--- config.mk ---
export PLATFORM = sky130hd
export DESIGN_NAME = utb_timebase
export DESIGN_NICKNAME = d
export VERILOG_FILES = /design/src/rtl/utb_pkg.sv /design/src/rtl/utb_regs.sv /design/src/rtl/utb_rate_acc.sv /design/src/rtl/utb_us_counter.sv /design/src/rtl/utb_timebase.sv
export SDC_FILE = /design/constraint.sdc
export NUM_CORES = 1
export LEC_CHECK = 0
export BUFFER_PORTS_ARGS = -buffer_cell sky130_fd_sc_hd__buf_2
export CAP_MARGIN = 25
export CORE_UTILIZATION = 60
export DETAILED_ROUTE_END_ITERATION = 6
export GPL_TIMING_DRIVEN = 0
export PLACE_DENSITY = 0.92
export REMOVE_ABC_BUFFERS = 1
export SLEW_MARGIN = 20
export SYNTH_ARGS = -nofsm -noshare
export SYNTH_HDL_FRONTEND = slang
export SYNTH_SLANG_ARGS = --single-unit
export TNS_END_PERCENT = 1
--- constraint.sdc ---
create_clock -name clk_ref -period 7.9 [get_ports clk_ref]
set_clock_uncertainty 0.1 [all_clocks]
set_input_delay 0.79 -clock clk_ref [delete_from_list [all_inputs] [get_ports clk_ref]]
set_output_delay 0.79 -clock clk_ref [all_outputs]
set_load 0.02 [all_outputs]
--- src/rtl/utb_pkg.sv ---
package utb_pkg;
  localparam int FRAC_W = 8;
  localparam int CFG_W  = 2 * FRAC_W;

  localparam logic [7:0] OFS_COUNT  = 8'h10;
  localparam logic [7:0] OFS_RATE   = 8'h14;
  localparam logic [7:0] OFS_FREEZE = 8'h4c;

  localparam logic [CFG_W-1:0] RATE_RESET = 16'h000b;

  typedef struct packed {
    logic [FRAC_W-1:0] num_m1;
    logic [FRAC_W-1:0] den_m1;
  } rate_cfg_t;
endpackage

--- src/rtl/utb_regs.sv ---
module utb_regs
  import utb_pkg::*;
#(
  parameter int ADDR_W = 8,
  parameter int DATA_W = 32,
  parameter int CNT_W  = 32
) (
  input  logic              clk,
  input  logic              rst_n,
  input  logic              sel,
  input  logic              wr,
  input  logic [ADDR_W-1:0] addr,
  input  logic [DATA_W-1:0] wdata,
  input  logic [CNT_W-1:0]  count,
  output rate_cfg_t         rate,
  output logic              freeze,
  output logic [DATA_W-1:0] rdata
);
  logic hit_cnt, hit_rate, hit_frz;
  logic [DATA_W-1:0] rd_mux;
  logic unused_wdata;

  assign hit_cnt  = (addr == ADDR_W'(OFS_COUNT));
  assign hit_rate = (addr == ADDR_W'(OFS_RATE));
  assign hit_frz  = (addr == ADDR_W'(OFS_FREEZE));
  assign unused_wdata = ^wdata[DATA_W-1:CFG_W];

  always_comb begin
    rd_mux = '0;
    if (hit_cnt)  rd_mux = DATA_W'(count);
    if (hit_rate) rd_mux = DATA_W'(rate);
    if (hit_frz)  rd_mux = DATA_W'(freeze);
  end

  always_ff @(posedge clk or negedge rst_n) begin
    if (!rst_n) begin
      rate   <= rate_cfg_t'(RATE_RESET);
      freeze <= 1'b0;
      rdata  <= '0;
    end else begin
      if (sel && wr && hit_rate) rate <= rate_cfg_t'(wdata[CFG_W-1:0]);
      if (sel && wr && hit_frz)  freeze <= wdata[0];
      if (sel && !wr)            rdata <= rd_mux;
    end
  end
endmodule

--- src/rtl/utb_rate_acc.sv ---
module utb_rate_acc
  import utb_pkg::*;
(
  input  logic      clk,
  input  logic      rst_n,
  input  rate_cfg_t rate,
  input  logic      hold,
  output logic      step,
  output logic      tick
);
  localparam int W1 = FRAC_W + 1;
  localparam int W2 = FRAC_W + 2;

  logic [FRAC_W-1:0] acc_q, acc_d;
  logic [W1-1:0] num, den;
  logic [W2-1:0] sum;
  logic fire;

  always_comb begin
    num = W1'(rate.num_m1) + W1'(1);
    den = W1'(rate.den_m1) + W1'(1);
    sum = W2'(acc_q) + W2'(num);
    if (num >= den) begin
      fire  = 1'b1;
      acc_d = '0;
    end else if (sum >= W2'(den)) begin
      fire  = 1'b1;
      acc_d = FRAC_W'(sum - W2'(den));
    end else begin
      fire  = 1'b0;
      acc_d = FRAC_W'(sum);
    end
  end

  assign step = fire && !hold;

  always_ff @(posedge clk or negedge rst_n) begin
    if (!rst_n) begin
      acc_q <= '0;
      tick  <= 1'b0;
    end else if (hold) begin
      tick  <= 1'b0;
    end else begin
      acc_q <= acc_d;
      tick  <= fire;
    end
  end
endmodule

--- src/rtl/utb_us_counter.sv ---
module utb_us_counter #(
  parameter int CNT_W = 32
) (
  input  logic             clk,
  input  logic             rst_n,
  input  logic             step,
  output logic [CNT_W-1:0] count
);
  always_ff @(posedge clk or negedge rst_n) begin
    if (!rst_n)    count <= '0;
    else if (step) count <= count + CNT_W'(1);
  end
endmodule

--- src/rtl/utb_timebase.sv ---
module utb_timebase
  import utb_pkg::*;
#(
  parameter int ADDR_W = 8,
  parameter int DATA_W = 32,
  parameter int CNT_W  = 32
) (
  input  logic              clk_ref,
  input  logic              rst_n,
  input  logic              bus_sel,
  input  logic              bus_wr,
  input  logic [ADDR_W-1:0] bus_addr,
  input  logic [DATA_W-1:0] bus_wdata,
  output logic [DATA_W-1:0] bus_rdata,
  output logic              us_tick
);
  rate_cfg_t        rate_w;
  logic             freeze_w;
  logic             step_w;
  logic [CNT_W-1:0] count_w;

  utb_regs #(.ADDR_W(ADDR_W), .DATA_W(DATA_W), .CNT_W(CNT_W)) u_regs (
    .clk(clk_ref), .rst_n(rst_n), .sel(bus_sel), .wr(bus_wr),
    .addr(bus_addr), .wdata(bus_wdata), .count(count_w),
    .rate(rate_w), .freeze(freeze_w), .rdata(bus_rdata)
  );

  utb_rate_acc u_acc (
    .clk(clk_ref), .rst_n(rst_n), .rate(rate_w), .hold(freeze_w),
    .step(step_w), .tick(us_tick)
  );

  utb_us_counter #(.CNT_W(CNT_W)) u_cnt (
    .clk(clk_ref), .rst_n(rst_n), .step(step_w), .count(count_w)
  );
endmodule

* Word-level counts from Yosys, hierarchy flattened
Cells that the tools add are included.
** Storage, ports and cells
- Logic and storage cells :: 32
- Output and inout bits :: 33
- Register bits after elaboration :: 90
- Input port bits :: 44
** Operators by class
- Multiplexer cells :: 8
- Equality and inequality tests :: 3
- Reduce and logical (&&, ||, !) cells :: 7
- Add/sub/neg operators :: 5
- Magnitude comparators :: 2
** Operators by type and width (count)
- 2-to-1 mux 32 bit :: 3
- adder 32 x 1 -> 32 bit, second input constant :: 1
- adder 8 x 1 -> 9 bit, second input constant :: 2
- == test 8 x 5 -> 1 bit, second input constant :: 2
- 2-to-1 mux 8 bit :: 2
- adder 8 x 9 -> 10 bit :: 1
- greater-or-equal comparator 10 x 9 -> 1 bit :: 1
- greater-or-equal comparator 9 bit :: 1
- == test 8 x 7 -> 1 bit, second input constant :: 1
- subtractor 8 bit :: 1
- logical AND 1 bit :: 5
- 2-to-1 mux 1 bit :: 3
- logical NOT 1 bit :: 2

* Depth between registers and ports, before layout
- Depth in word-level cells :: 6
- Mapped depth :: 18
- Gate-level depth less buffers :: 15

* Hierarchy
Synthesis repeated with hierarchy kept, for this count alone.
** Second synthesis, totals
- Cells, all modules :: 460
- Area total of the unflattened synthesis :: 5102.4 µm²
** Modules (own cells, without submodules)
- utb_regs :: seq. area each 1229.9 µm², area an instance 2067.0 µm², cells each 150, instances 1
- utb_rate_acc :: seq. area each 225.2 µm², area an instance 1586.5 µm², cells each 187, instances 1
- utb_us_counter :: seq. area each 800.8 µm², area an instance 1448.9 µm², cells each 123, instances 1

* Worst setup path before layout
No wires, ideal clock.
- Path type :: flip-flop to flip-flop
- Start :: register, netlist name u_regs.rate[8]
- End :: register u_cnt.count[1]
- Buffers on the path :: 1
- Data arrival time :: 3373 ps
- Data required time :: 7675 ps
- Setup time :: 125 ps
- Clock period less this slack :: 3597 ps
- Cell stages (with the launch flop) :: 17
- Path slack :: 4303 ps
- Path through :: dfrtp_1 ha_1 nand2_1 nor2_1 xor2_1 ha_1 a21o_1 a21oi_1 xnor2_1 ha_1 a211oi_1 o21ai_0 o221ai_1 nand3_1 buf_2 o21bai_1 mux2_2
** On the way
- Longest elaborated chain between the ends :: 6
- Elaborated cells on any way between the ends :: 7
- Classes of those cells :: add/sub (2); order compare (2); mux (2); reduce/logical (1)
** Ends and longest elaborated chain
- adder 8 x 1 -> 9 bit (*) :: line utb_rate_acc.sv:20 : num = W1'(rate.num_m1) + W1'(1);
- adder 8 x 9 -> 10 bit :: line utb_rate_acc.sv:22 : sum = W2'(acc_q) + W2'(num);
- greater-or-equal comparator 10 x 9 -> 1 bit :: line utb_rate_acc.sv:26 : end else if (sum >= W2'(den)) begin
- 2-to-1 mux 1 bit :: line utb_rate_acc.sv:26
- 2-to-1 mux 1 bit (*) :: line utb_rate_acc.sv:23 : if (num >= den) begin
- logical AND 1 bit (*) :: line utb_rate_acc.sv:35 : assign step = fire && !hold;
- to (signal assigned) :: line utb_us_counter.sv:11 : else if (step) count <= count + CNT_W'(1);
- to (decl) :: line utb_us_counter.sv:7 : output logic [CNT_W-1:0] count
Mark *: on every way between the ends. The rest lies on a longest branch, timed or not.
A chain may end at the register's enable or synchronous reset.

* Worst setup path in the final report
- Start :: register, netlist name u_regs.rate[8]
- End :: register u_cnt.count[1]
** On the way
- Longest elaborated chain between the ends :: 6
- Elaborated cells on any way between the ends :: 7
- Classes of those cells :: add/sub (2); order compare (2); mux (2); reduce/logical (1)
** Ends and longest elaborated chain (line)
- adder 8 x 1 -> 9 bit (*) :: utb_rate_acc.sv:20
- adder 8 x 9 -> 10 bit :: utb_rate_acc.sv:22
- greater-or-equal comparator 10 x 9 -> 1 bit :: utb_rate_acc.sv:26
- 2-to-1 mux 1 bit :: utb_rate_acc.sv:26
- 2-to-1 mux 1 bit (*) :: utb_rate_acc.sv:23
- logical AND 1 bit (*) :: utb_rate_acc.sv:35
Marked as above.

==> metrics.md <==
| Metric | Value |
|---|---|
| Clock power share | 18.8% |
| Placeable Area | 0.008258 sq mm |
| Vertical extent of the die | 94.84 um |
| Global placer's final weighted congestion | 0.9468 |
| Clock tree from TritonCTS | built |
| Ant. Diodes | 0 |
| HP Class | in -> async |
| Number of iterations in the first detailed-routing pass | 5 |
| Initial standard-cell utilization of the core | 62.62% |
| Capture instance of the worst register-to-register path | u_cnt.count[1] |
| Switching component of the power | 660.0 uW |
| Total die area | 0.008994 sq mm |
| Top-level I/O count | 77 |
| Clock tree sinks | 90 |
| Share of power burned in combinational logic | 46.5% |
| Clock tree buffer depth | 2 |
| Peak fanout along the critical path | 36 |
| Global-route wire length before repair | 19.69 mm |
| Gate count after technology mapping | 487 |
| Clock buffers created by TritonCTS | 9 |
| Average detailed-routed wire length per instance | 18.78 um |
| Synth area leader | dfrtp_1 |
| Final sum of negative setup slack | 0 ps |
| Worst path arrival time | 4730 ps |
| Cell Rows | 33 |
| Number of cell instances on the worst register-to-register path | 16 |
| Port Buf Inserts | 60 |
| Max-Slew Margin vs Limit | 29.12% |
| Wire length after detailed routing | 12.17 mm |
| Finish-stage setup viols | 0 |
| Fraction of final layout cells with drive strength greater than 1 | 20.99% |
| Synthesis-to-layout area growth | 11.61% |
| Sequential cell fraction of total power | 34.7% |
| Power density over cell area | 275.0 mW/mm^2 |
| Combined global-route utilization of all metal layers | 28.40% |
| Count of cell instances traversed by the critical path | 16 |
| Cell type with the highest occurrence count on the critical path | ha_1 |
| Type of the worst setup path | reg -> reg |
| Hold WS | 262.0 ps |
| Post-synthesis sequential element count | 90 |
| Final Max Slew Viols | 0 |
| Setup repair after global routing missed its margin | no |
| Max Freq | 217.9 MHz |
| Filler cells | 555 |
| Total number of vias | 4,137 |
| Maximum cell stage delay along the critical path | 530 ps |
| Number of synthesis warnings | 0 |
| Initial antenna violation count | 0 |
| # hold bufs at CTS | 0 |
| Placed wire-length estimate | 8.889 mm |
| Maximum number of pins on one net before global-route repair | 58 |
| Post-detailed-route count of antenna-violating nets | 0 |
| Final non-filler cell area | 0.005772 sq mm |
| Required time worst endpoint | 8050 ps |
| DIE WIDTH | 94.84 um |
| Setup crit start | u_regs.rate[8] |
| Status | complete, no violations |
| Commonest cells after routing, fill and taps aside | dfrtp_1 (87), buf_2 (59), xnor2_1 (48) |
| # DRC | 0 |
| Endpoint kind of the worst setup timing path | flop |
| Cell at the root of the clock tree | clkbuf_8 |
| Average cell area after synthesis | 10.62 sq um |
| Minimum period implied by the final worst setup slack | 4589 ps |
| Launching point of the worst reg2reg path | u_regs.rate[8] |
| Cells resized by post-CTS repair | 0 |
| Clock slew at the register clock pins of the worst setup and hold paths | 90 ps |
| Internal power summed over all cells | 927.0 uW |
| Cell chain of the critical path | ha_1, nand2_1, nor2_1, xor2_1, ha_1, a21o_1, a21oi_1, xnor2_1, ha_1, a211oi_1, o21ai_0, o221ai_1, nand3_2, buf_12, o21bai_1, mux2_2 |
| Worst vdd rail ir drop | 308.8 uV |
| Main area contributors after synthesis | dfrtp_1 (42%), xnor2_1 (8.1%), ha_1 (7.5%), o21ai_0 (3.1%), mux2_4 (2.9%) |
| Post-DP Area | 0.005587 sq mm |
| Gate family responsible for the most delay along the worst path | compound AO/OA/AOI/OAI gates |
| Slew at the pin with the worst max-slew slack | 1052 ps |
| Leading cell type in the layout, fill and taps excluded | dfrtp_1 |
| Main synth FF type | dfrtp_1 |
| Post-CTS setup-driven buffer insertion count | 0 |
| Worst setup SP type | flop |
| Number of max-cap violations | 0 |
| GRT Residual Overflow | 0 |
| Worst reg2reg setup slack | 3310 ps |
| Vias per cell | 6.384 |
| Critical-path top delay cell | dfrtp_1 |
| Final net count | 615 |
| Number of H-tree branching levels | 3 |
| Crit path capture | u_cnt.count[1] |
| Drt first-iter violations | 306 |
| Final Hold Vio Count | 0 |
| Via count of the first global-routing pass | 4,160 |
| Number of flops mapped to enable cells by yosys | 0 |
| Period utilization | 58.09% |
| Worst-skew pair later-pin latency | 370 ps |
| Switching part of the total power | 41.59% |
| Sequential area share after synthesis | 43.62% |
| Async set or reset register ratio after synthesis | 100.0% |
| Number of distinct library cells after synthesis | 56 |
| Lkg Pwr | 0.002715 uW |
| Combined buffer and inverter count along the critical path | 1 |
| Area share of the largest cell type after synthesis | 42.10% |
| Syn Std Cell Area | 0.005171 sq mm |
==> state kept, by name, indices dropped and copies added (netlist names) <==
signal	flops
u_regs.rate	16
u_regs.freeze	1
u_acc.acc_q	8
u_cnt.count	32
u_acc.tick	1
u_regs.rdata	32
==> power by group through the flow <==
| stage | combinational (uW) | sequential (uW) | clock, uW |
|---|---|---|---|
| CTS | 722 | 549 | 302 |
| global placement | 635 | 553 | 0 |
| finish | 738 | 551 | 298 |
| floorplan | 502 | 548 | 0 |
| global route | 794 | 556 | 324 |
| detailed placement | 715 | 557 | 0 |
==> layer usage <==
metal | share of wire (%) | global-route usage [%]
met5 | 0 | 0
met4 | 2.8 | 12.50
met3 | 5.2 | 4.992
met2 | 52 | 48.74
met1 | 40 | 34.89
==> worst register-to-register path, stage by stage (launching register included) <==
cell	delay, ps
dfrtp_1	530
ha_1	290
nand2_1	130
nor2_1	190
xor2_1	310
ha_1	340
a21o_1	210
a21oi_1	160
xnor2_1	170
ha_1	300
a211oi_1	240
o21ai_0	130
o221ai_1	240
nand3_2	230
buf_12	240
o21bai_1	270
mux2_2	380
==> logic make-up (layout without fill, tap and decap cells) <==
kind of cell	Yosys count	after routing	synth area share, %
and+or+nand+nor	125	125	12.78
AOI/OAI and AO/OA	115	115	15.53
DFF	90	90	43.62
xor gates and xnor gates	56	56	9.485
buffers and inverters	37	93	3.121
adders and majority gates	33	33	8.275
muxes	31	31	7.186
==> synth_stat cells, drive strengths merged, types with 3 or more instances <==
cell / n
nor3: 5
clkbuf: 15
nor2: 25
nand2b: 3
a22o: 16
a211oi: 4
xor2: 8
nand4: 7
nor4: 3
inv: 13
ha: 31
a21o: 3
a21oi: 10
and2: 3
mux2: 19
and3: 5
dfrtp: 87
nor2b: 6
and4: 3
o211ai: 10
dfstp: 3
o31ai: 7
o2111ai: 13
nand2: 37
buf: 9
o21ai: 32
a22oi: 10
xnor2: 48
nand3: 19
mux2i: 12
==> worst min path at each step <==
stage                            end  slack (ps)  depth (start not counted)            start
floorplan            u_cnt.count[31]         350                          1  u_cnt.count[31]
global placement     u_cnt.count[31]         360                          1  u_cnt.count[31]
detailed placement   u_regs.rdata[1]         370                          2  u_regs.rdata[1]
CTS                 u_regs.rdata[29]         270                          1            rst_n
global route        u_regs.rdata[30]         280                          1            rst_n
finish              u_regs.rdata[27]         260                          1            rst_n
==> metrics by stage <==
step                      setup slack, ps  total power (uW)  instances  utilization (%)
final                                3311              1587        648            69.89
after global routing                 3024              1674        648            69.89
after CTS                            3388              1573        648            69.86
after detailed placement             3433              1273        632            67.65
after global placement               2565              1188        628            66.48
after floorplan                      3491              1050        463                -
==> final cells by class <==
type                            count  area [sq um]  share of cell area (%)
Clock buffer                        9         123.9                   2.146
Clock inverter                      7         58.81                   1.019
Inverter                           13         48.80                  0.8454
Multi-Input combinational cell    360          2773                   48.04
Sequential cell                    90          2256                   39.09
Tap cell                          105         131.4                   2.276
Timing Repair Buffer               64         380.4                   6.590
Note: power is estimated with default switching activity, not from simulation.
